--- config.mk ---
export PLATFORM = sky130hd
export DESIGN_NAME = cfg_item_port
export DESIGN_NICKNAME = d
export VERILOG_FILES = /design/src/rtl/cfg_item_pkg.sv /design/src/rtl/cfg_sel_decode.sv /design/src/rtl/cfg_item_rom.sv /design/src/rtl/cfg_offset_ctr.sv /design/src/rtl/cfg_item_port.sv
export SDC_FILE = /design/constraint.sdc
export NUM_CORES = 1
export LEC_CHECK = 0
export ABC_AREA = 1
export CAP_MARGIN = 30
export CORE_ASPECT_RATIO = 1.4
export CORE_MARGIN = 2
export CORE_UTILIZATION = 50
export CTS_CLUSTER_SIZE = 12
export DETAILED_ROUTE_END_ITERATION = 8
export DONT_BUFFER_PORTS = 1
export PLACE_DENSITY = 0.68
export SYNTH_ARGS = -nofsm -noshare
export SYNTH_HDL_FRONTEND = slang
export SYNTH_HIERARCHICAL = 1
export SYNTH_SLANG_ARGS = --single-unit
--- constraint.sdc ---
create_clock -name clk -period 2.55 [get_ports clk]
set_input_delay 0.51 -clock clk [delete_from_list [all_inputs] [get_ports clk]]
set_output_delay 0.51 -clock clk [all_outputs]
set_load 0.02 [all_outputs]
--- src/rtl/cfg_item_pkg.sv ---
package cfg_item_pkg;

  typedef enum logic [2:0] {
    ITEM_NONE,
    ITEM_SIG,
    ITEM_FEAT,
    ITEM_GEN,
    ITEM_ARCH
  } item_e;

  localparam logic REG_SEL  = 1'b0;
  localparam logic REG_DATA = 1'b1;
  localparam logic SZ_BYTE  = 1'b0;
  localparam logic SZ_WORD  = 1'b1;

  // bytes consumed by one data access
  function automatic logic [2:0] access_bytes(input logic sz);
    return (sz == SZ_WORD) ? 3'd4 : 3'd1;
  endfunction

endpackage

--- src/rtl/cfg_sel_decode.sv ---
module cfg_sel_decode
  import cfg_item_pkg::*;
#(
  parameter int LEN_W    = 8,
  parameter int GEN_LEN  = 7,
  parameter int ARCH_LEN = 5
) (
  input  logic             arch_space,
  input  logic [13:0]      index,
  output item_e            kind,
  output logic [LEN_W-1:0] len
);

  localparam logic [LEN_W-1:0] L_SIG  = LEN_W'(4);
  localparam logic [LEN_W-1:0] L_FEAT = LEN_W'(4);
  localparam logic [LEN_W-1:0] L_GEN  = LEN_W'(GEN_LEN);
  localparam logic [LEN_W-1:0] L_ARCH = LEN_W'(ARCH_LEN);

  always_comb begin
    kind = ITEM_NONE;
    len  = '0;
    if (!arch_space) begin
      unique case (index)
        14'd0: begin kind = ITEM_SIG;  len = L_SIG;  end
        14'd1: begin kind = ITEM_FEAT; len = L_FEAT; end
        14'd2: begin kind = ITEM_GEN;  len = L_GEN;  end
        default: begin kind = ITEM_NONE; len = '0; end
      endcase
    end else if (index == 14'd0) begin
      kind = ITEM_ARCH;
      len  = L_ARCH;
    end
  end

endmodule

--- src/rtl/cfg_item_rom.sv ---
module cfg_item_rom
  import cfg_item_pkg::*;
#(
  parameter int          OFS_W       = 8,
  parameter int          LANES       = 4,
  parameter logic [31:0] SIG         = 32'h2147_4643,
  parameter bit          DMA_PRESENT = 1'b0
) (
  input  item_e                kind,
  input  logic [OFS_W-1:0]     len,
  input  logic [OFS_W-1:0]     base,
  output logic [8*LANES-1:0]   word
);

  localparam logic [7:0] FEAT_B0 = {6'b0, DMA_PRESENT, 1'b1};

  function automatic logic [7:0] item_byte(input item_e k, input logic [OFS_W-1:0] p);
    logic [7:0] p8;
    logic [7:0] r;
    p8 = 8'(p);
    r  = 8'h00;
    unique case (k)
      ITEM_SIG:  r = 8'(SIG >> {p[1:0], 3'b000});
      ITEM_FEAT: r = (p == '0) ? FEAT_B0 : 8'h00;
      ITEM_GEN:  r = 8'hA0 + p8;
      ITEM_ARCH: r = 8'h50 ^ 8'(p8 * 8'd3);
      default:   r = 8'h00;
    endcase
    return r;
  endfunction

  for (genvar ln = 0; ln < LANES; ln++) begin : g_lane
    logic [OFS_W:0] pos;
    logic           in_range;
    always_comb begin
      pos      = {1'b0, base} + (OFS_W+1)'(ln);
      in_range = (pos < {1'b0, len});
      word[8*ln +: 8] = in_range ? item_byte(kind, pos[OFS_W-1:0]) : 8'h00;
    end
  end

endmodule

--- src/rtl/cfg_offset_ctr.sv ---
module cfg_offset_ctr #(
  parameter int OFS_W = 8
) (
  input  logic             clk,
  input  logic             rst_n,
  input  logic             clr,
  input  logic             adv,
  input  logic [2:0]       step,
  output logic [OFS_W-1:0] ofs
);

  logic [OFS_W-1:0] ofs_q, ofs_d;
  logic [OFS_W:0]   sum;
  logic             en;

  always_comb begin
    sum   = {1'b0, ofs_q} + (OFS_W+1)'(step);
    en    = clr | adv;
    ofs_d = ofs_q;
    if (clr)      ofs_d = '0;
    else if (adv) ofs_d = sum[OFS_W] ? '1 : sum[OFS_W-1:0];
  end

  always_ff @(posedge clk or negedge rst_n) begin
    if (!rst_n)  ofs_q <= '0;
    else if (en) ofs_q <= ofs_d;
  end

  assign ofs = ofs_q;

endmodule

--- src/rtl/cfg_item_port.sv ---
module cfg_item_port
  import cfg_item_pkg::*;
#(
  parameter int          OFS_W       = 8,
  parameter int          GEN_LEN     = 7,
  parameter int          ARCH_LEN    = 5,
  parameter logic [31:0] SIG         = 32'h2147_4643,
  parameter bit          DMA_PRESENT = 1'b0
) (
  input  logic        clk,
  input  logic        rst_n,
  input  logic        req_valid,
  output logic        req_ready,
  input  logic        req_write,
  input  logic        req_addr,
  input  logic        req_size,
  input  logic [15:0] req_wdata,
  output logic        rsp_valid,
  output logic [31:0] rsp_rdata
);

  localparam int LANES = 4;

  // reset release synchronizer
  logic [1:0] rst_pipe;
  always_ff @(posedge clk or negedge rst_n) begin
    if (!rst_n) rst_pipe <= 2'b00;
    else        rst_pipe <= {rst_pipe[0], 1'b1};
  end
  assign req_ready = rst_pipe[1];

  logic accept, sel_wr, sel_rd, data_rd;
  always_comb begin
    accept  = req_valid & req_ready;
    sel_wr  = accept &  req_write & (req_addr == REG_SEL);
    sel_rd  = accept & ~req_write & (req_addr == REG_SEL);
    data_rd = accept & ~req_write & (req_addr == REG_DATA);
  end

  // selector register
  logic [15:0] sel_q, sel_d;
  always_comb sel_d = req_wdata;
  always_ff @(posedge clk or negedge rst_n) begin
    if (!rst_n)      sel_q <= 16'h0000;
    else if (sel_wr) sel_q <= sel_d;
  end

  item_e            cur_kind;
  logic [OFS_W-1:0] cur_len;
  logic [OFS_W-1:0] ofs_q;
  logic [31:0]      rom_word;

  cfg_sel_decode #(
    .LEN_W   (OFS_W),
    .GEN_LEN (GEN_LEN),
    .ARCH_LEN(ARCH_LEN)
  ) u_dec (
    .arch_space(sel_q[15]),
    .index     (sel_q[13:0]),
    .kind      (cur_kind),
    .len       (cur_len)
  );

  cfg_item_rom #(
    .OFS_W      (OFS_W),
    .LANES      (LANES),
    .SIG        (SIG),
    .DMA_PRESENT(DMA_PRESENT)
  ) u_rom (
    .kind(cur_kind),
    .len (cur_len),
    .base(ofs_q),
    .word(rom_word)
  );

  cfg_offset_ctr #(.OFS_W(OFS_W)) u_ofs (
    .clk  (clk),
    .rst_n(rst_n),
    .clr  (sel_wr),
    .adv  (data_rd),
    .step (access_bytes(req_size)),
    .ofs  (ofs_q)
  );

  // response path
  logic [31:0] rdata_d, rdata_q;
  logic        rvalid_q;
  always_comb begin
    rdata_d = 32'h0;
    if (data_rd)     rdata_d = (req_size == SZ_WORD) ? rom_word : {24'h0, rom_word[7:0]};
    else if (sel_rd) rdata_d = {16'h0, sel_q};
  end

  always_ff @(posedge clk or negedge rst_n) begin
    if (!rst_n) begin
      rvalid_q <= 1'b0;
      rdata_q  <= 32'h0;
    end else begin
      rvalid_q <= accept;
      if (accept) rdata_q <= rdata_d;
    end
  end

  assign rsp_valid = rvalid_q;
  assign rsp_rdata = rdata_q;

endmodule

; ---- Yosys cells after proc, flatten, opt, wreduce, memory -nomap -nowiden
; Index checks and enable logic that the tools add are counted.
[word_totals]
inputBits = 22
wordCells = 77
out_inout_bits = 34
ff_bits = 59
[classes]
muxes = 25
reduce_logical = 8
addsub = 8
mul = 4
shift = 4
n_bitwise = 13
order_cmp = 4
n_eq_ne = 6
[ops]
columns = operator, n
row1 = $pmux 8 s4, 4
row2 = $shr 30x5->8 const A, 4
row3 = $mux 32, 2
row4 = $mux 8, 8
row5 = $add 8x8->8 const A, 4
row6 = $logic_not 8->1, 4
row7 = $mul 8x2->8 const B, 4
row8 = $lt 9x8->1, 3
row9 = $add 8x2->9 const B, 2
row10 = $mux 16, 1
row11 = $eq 14x1->1 const B, 1
row12 = $eq 14x2->1 const B, 1
row13 = $logic_not 14->1, 1
row14 = $mux 3, 4
row15 = $add 8x1->9 const B, 1
row16 = $add 8x3->9, 1
row17 = $lt 8x8->1, 1
row18 = $not 2->2, 4
row19 = $and 1x1->1, 6
row20 = $eq 3x2->1 const B, 2
row21 = $pmux 2 s3, 1
row22 = $pmux 3 s2, 1
row23 = $mux 1, 4
row24 = $eq 3x1->1 const B, 1
row25 = 6 further kinds, 7

; ---- Longest topological paths before layout
[logic_depth]
ltp_word = 8
depth_mapped = 23
depth_no_buf = 22

; ---- Cells and area by module
; The synthesis kept the hierarchy.
[by_module_without_submodules]
columns = module, instances, seq_area_each_um2, area_per_inst_um2, cells_per_inst
row1 = cfg_item_rom, 1, 0.0, 3168.0, 540
row2 = cfg_item_port, 1, 1276.2, 2222.1, 253
row3 = cfg_offset_ctr, 1, 200.2, 575.6, 79
row4 = cfg_sel_decode, 1, 0.0, 212.7, 41

; ---- Worst setup path before layout
; OpenSTA, ideal clock, no wires.
[synth_path]
kind = register -> register
from = reg u_ofs.ofs_q[1], in the netlist u_ofs/ofs[1]
to = reg rdata_q[29], in the netlist rsp_rdata[29]
required_ns = 2.476
slack_ns = -0.268
synth_period_minus_slack_ns = 2.818
path_stages_with_launch = 17
arrival_time_ns = 2.744
path_buffers = 0
setup_time_ns = 0.074
cell_sequence = dfrtp_1 inv_1 ha_1 xor2_1 inv_1 fa_1 nand2_1 inv_1 o21ai_0 nand2_1 nand2_1 nand2_1 nor2_1 nor2_1 nor2_1 nand2_1 o21ai_2
[synth_between]
elab_chain_len = 6
word_cells_on_any_way = 9
classes_between = add/sub (2) / mul (1) / order compare (1) / shift (1) / mux (4)
[synth_lines]
columns = element, line
row1 = "start, declared", cfg_offset_ctr.sv:12  ; logic [OFS_W-1:0] ofs_q, ofs_d;
row2 = "start signal, assigned", cfg_offset_ctr.sv:26  ; else if (en) ofs_q <= ofs_d;
row3 = $add 8x2->9 (*), cfg_item_rom.sv:36  ; pos = {1'b0, base} + (OFS_W+1)'(ln);
row4 = "$mul 8x2->8, or another cell as far along", cfg_item_rom.sv:26  ; ITEM_ARCH: r = 8'h50 ^ 8'(p8 * 8'd3);
row5 = $pmux 8 s4, cfg_item_rom.sv:22  ; unique case (k)
row6 = $mux 8 (*), cfg_item_rom.sv:38  ; word[8*ln +: 8] = in_range ? item_byte(kind, pos[OFS_W-1:0]) : 8'h00;
row7 = via rom_word[29], cfg_item_port.sv:51  ; logic [31:0] rom_word;
row8 = $mux 32 (*) (2 in a row), cfg_item_port.sv:90  ; if (data_rd) rdata_d = (req_size == SZ_WORD) ? rom_word : {24'h0, rom_word[7:0]};
row9 = "end signal, assigned", cfg_item_port.sv:100  ; if (accept) rdata_q <= rdata_d;
row10 = "end, declared", cfg_item_port.sv:86  ; logic [31:0] rdata_d, rdata_q;
; Mark *: on every way through the listed nets, which the timed path passes. The rest lies on a longest branch.
; A chain may end at the register's enable or synchronous reset.

; ---- Worst setup path in the final report
[layout_path]
from = reg u_ofs.ofs_q[1], in the netlist u_ofs/ofs[1]
to = reg rdata_q[28], in the netlist rsp_rdata[28]
[layout_between]
elab_chain_len = 7
word_cells_on_any_way = 10
classes_between = add/sub (2) / mul (1) / order compare (1) / shift (1) / mux (4) / bitwise (1)
[layout_lines]
columns = element, line
row1 = $add 8x2->9 (*), cfg_item_rom.sv:36
row2 = $mul 8x2->8, cfg_item_rom.sv:26
row3 = $not 2->2 (no source line), -
row4 = $pmux 8 s4, cfg_item_rom.sv:22
row5 = $mux 8 (*), cfg_item_rom.sv:38
row6 = via rom_word[28], cfg_item_port.sv:51
row7 = $mux 32 (*) (2 in a row), cfg_item_port.sv:90
; Marked as above.

==> impl_metrics.ini <==
[placement]
gp_congestion = 0.9400
dpl.cell_count = 1097
io_buffers = 0
dp_hpwl_mm = 13.38

[floorplanning]
coreArea_um2 = 12190
pin_count = 56
start_util_pct = 50.68
die_width_um = 97.95
fp.dieH_um = 135.5
die_area_um2 = 13270
num_rows = 48

[global_routing]
grtUsageTotal_pct = 26.46
grt-ovfl-total = 0
grt_pass1_vias = 5700
antenna_found_initial = 0
grt_pass1_wl_mm = 28.12
grt_max_degree = 60

[drt]
drtIter0Drc = 399
drt_pass1_iterations = 7
drc = 0
route.antenna.remaining_nets = 0
vias_per_cell = 5.435
finalWirelength_mm = 18.27
num_vias = 6158
wl_per_cell_um = 16.12

[setup_path]
crit_path_max_fanout = 8
worstSetupEndpointType = flop
cp-start-kind = flop
cp_cell_sequence = inv_4 -> ha_4 -> nand2_1 -> nand2_2 -> xor2_2 -> inv_2 -> buf_6 -> ha_4 -> a21oi_2 -> o21ai_1 -> nand3_1 -> nand3_4 -> a21oi_2 -> nand2_1 -> o21ai_2
crit_slowest_cell = dfrtp_2
arrival_ps = 2740
critical_path_class = reg -> reg
slowest_delay_ps = 490
cp.required_ps = 2810
worst-path-buf-inv = 3
cp_top_family = simple AND/OR/NAND/NOR gates

[logic_synthesis]
synth_compound_gate_area_share_pct = 10.17
synth_edf_count = 0
ys_seq_area_share_pct = 23.90
ys_top_cells_by_area = dfrtp_1, nand2_1, ha_1
ys.flop_type = dfrtp_1
synth_fa_ha_area_share_pct = 15.76
synth-async-reset-ratio_pct = 100.0
syn_inst = 913
ys_ff_latch = 59
synth_area_per_cell_um2 = 6.767
synth_top_family_by_area = simple AND/OR/NAND/NOR gates
synthXorXnorAreaFrac_pct = 1.559
yosysTopAreaCell = dfrtp_1
synthMuxAreaShare_pct = 0
synthesis.area_um2 = 6178
netlist.area_leader.share_pct = 23.90
synth-simple-area-share_pct = 36.90
yosysMostFrequentCell = nand2_1
ys.warnings.count = 6
synth.distinct_cells = 45
yosys-top-cells-count = nand2_1, inv_1, nand3_1, ha_1, dfrtp_1

[final_layout]
final_nets = 1076
syn2layout_area_growth_pct = 22.88
stdcell_count = 1133
drive_above_1_share_pct = 24.52
antenna_cells = 0

[worst_hold_path]
hp-class = in -> async

[clock_tree]
cts.sinks = 59
cts_buffer_depth = 2
cts.clk_slew.worst_paths_ps = 60
cts_buffers = 9
htree_levels = 3
cts_tree = done
clk_latency_ps = 340
cts-root-buf = clkbuf_16

[sta]
slew_viol_final = 0
grt_setup_unrepaired = yes
worst_pin_slew_ps = 501.5
period_minus_slack_ps = 2483
relSlewSlack_pct = 66.45
clock_skew_ps = 10.40
whs_ps = 39.13
finalHoldViolCount = 0
finalCritPeriodShare_pct = 97.37
max_freq_mhz = 402.7
setup_violations = 0

[run]
cap_violations = 0

[pwr]
power_density_nw_per_um2 = 603.1
ir_worst_vdd_v = 0.0003628
leakage_uw = 0.003828

[run_status]
outcome = completed
logic make-up after synthesis:
group / Yosys count
simple gates: 494
buf+inv: 168
compound gates: 102
fa+ha+maj: 76
flops: 59
xor+xnor: 11
other cells: 3
power by group:
part           leakage (µW)  total [µW]  internal [µW]  switching, µW
Clock              0.000155        1340            881            460
Sequential         0.000783        1170           1030            141
Combinational       0.00289        2070            910           1160
Total               0.00383        4580           2820           1760
cell usage in the layout, fill, tap and decap left out, types with 18 or more instances in the layout:
cell type  instances
ha_1              56
nand4_1           20
nand3_1           99
nor2_1            46
a21oi_2           18
nand2_1          256
a21oi_1           23
inv_1            115
dfrtp_1           55
o21ai_0           18
buf_4             68
nand2_2           24
final timing paths:
| kind | cells past startpoint | endpoint | slack [ps] | startpoint |
|---|---|---|---|---|
| hold reg to reg | 0 | rst_pipe[1] | 360 | rst_pipe[0] |
| max in group asynchronous | 1 | u_ofs/ofs[3] | 2220 | rst_n |
| hold / removal | 1 | rsp_rdata[16] | 40 | rst_n |
| setup reg to reg | 15 | rsp_rdata[28] | 70 | u_ofs/ofs[1] |
| setup / recovery | 15 | rsp_rdata[28] | 70 | u_ofs/ofs[1] |
| min in group clk | 2 | sel_q[9] | 290 | req_wdata[9] |
registers in the layout, summed over array words and instances (netlist names):
signal	flops
rsp_rdata	32
rsp_valid	1
rst_pipe	2
u_ofs/ofs	8
sel_q	16
what timing repair did:
action | CTS | global route
endpoints found under the hold margin | 59 | 0
pin swaps | 1 | 46
setup buffers | 2 | 17
gates resized for setup | 13 | 88
endpoints found under the setup margin | 17 | 32
hold buffers | 1 | 0
final cells by class:
cell class	instances	area, µm²
Clock buffer	10	239.0
Multi-Input combinational cell	691	4405
Tap cell	150	187.7
Sequential cell	59	1481
Fill cell	1118	4599
Timing Repair Buffer	77	645.6
Inverter	140	544.3
Clock inverter	6	88.84
worst reg2reg max path, delay by kind of cell (launching register included):
| family | cells | cell delay [ps] |
|---|---|---|
| and+or+nand+nor | 5 | 580 |
| AOI/OAI and AO/OA | 4 | 500 |
| DFF | 1 | 490 |
| buffers and inverters | 3 | 380 |
| adders and majority gates | 2 | 280 |
| xor gates and xnor gates | 1 | 190 |
per-stage QoR:
stage | worst slack, ps | setup TNS [ps] | total power [µW] | util [%] | instance area (µm²)
after global routing | -118.3 | -862.3 | 4840 | 62.27 | 7592
after CTS | 12.69 | 0 | 4209 | 58.47 | 7128
final | 67.04 | 0 | 4579 | 62.27 | 7592
after global placement | -61.59 | -108.1 | 2737 | 55.02 | 6708
after detailed placement | -95.38 | -402.8 | 2763 | 55.02 | 6708
after floorplan | 5.013 | 0 | 2282 | - | 6262
layer usage:
| metal | up-vias | wire length, µm | global-route usage (%) |
|---|---|---|---|
| li1 | 3053 | - | - |
| met1 | 2814 | 7269 | 31.56 |
| met2 | 240 | 9304 | 47.11 |
| met3 | 51 | 993 | 3.560 |
| met4 | 0 | 697 | 11.96 |
| met5 | - | 0 | 0 |
Power figures use the tool's default switching activity.
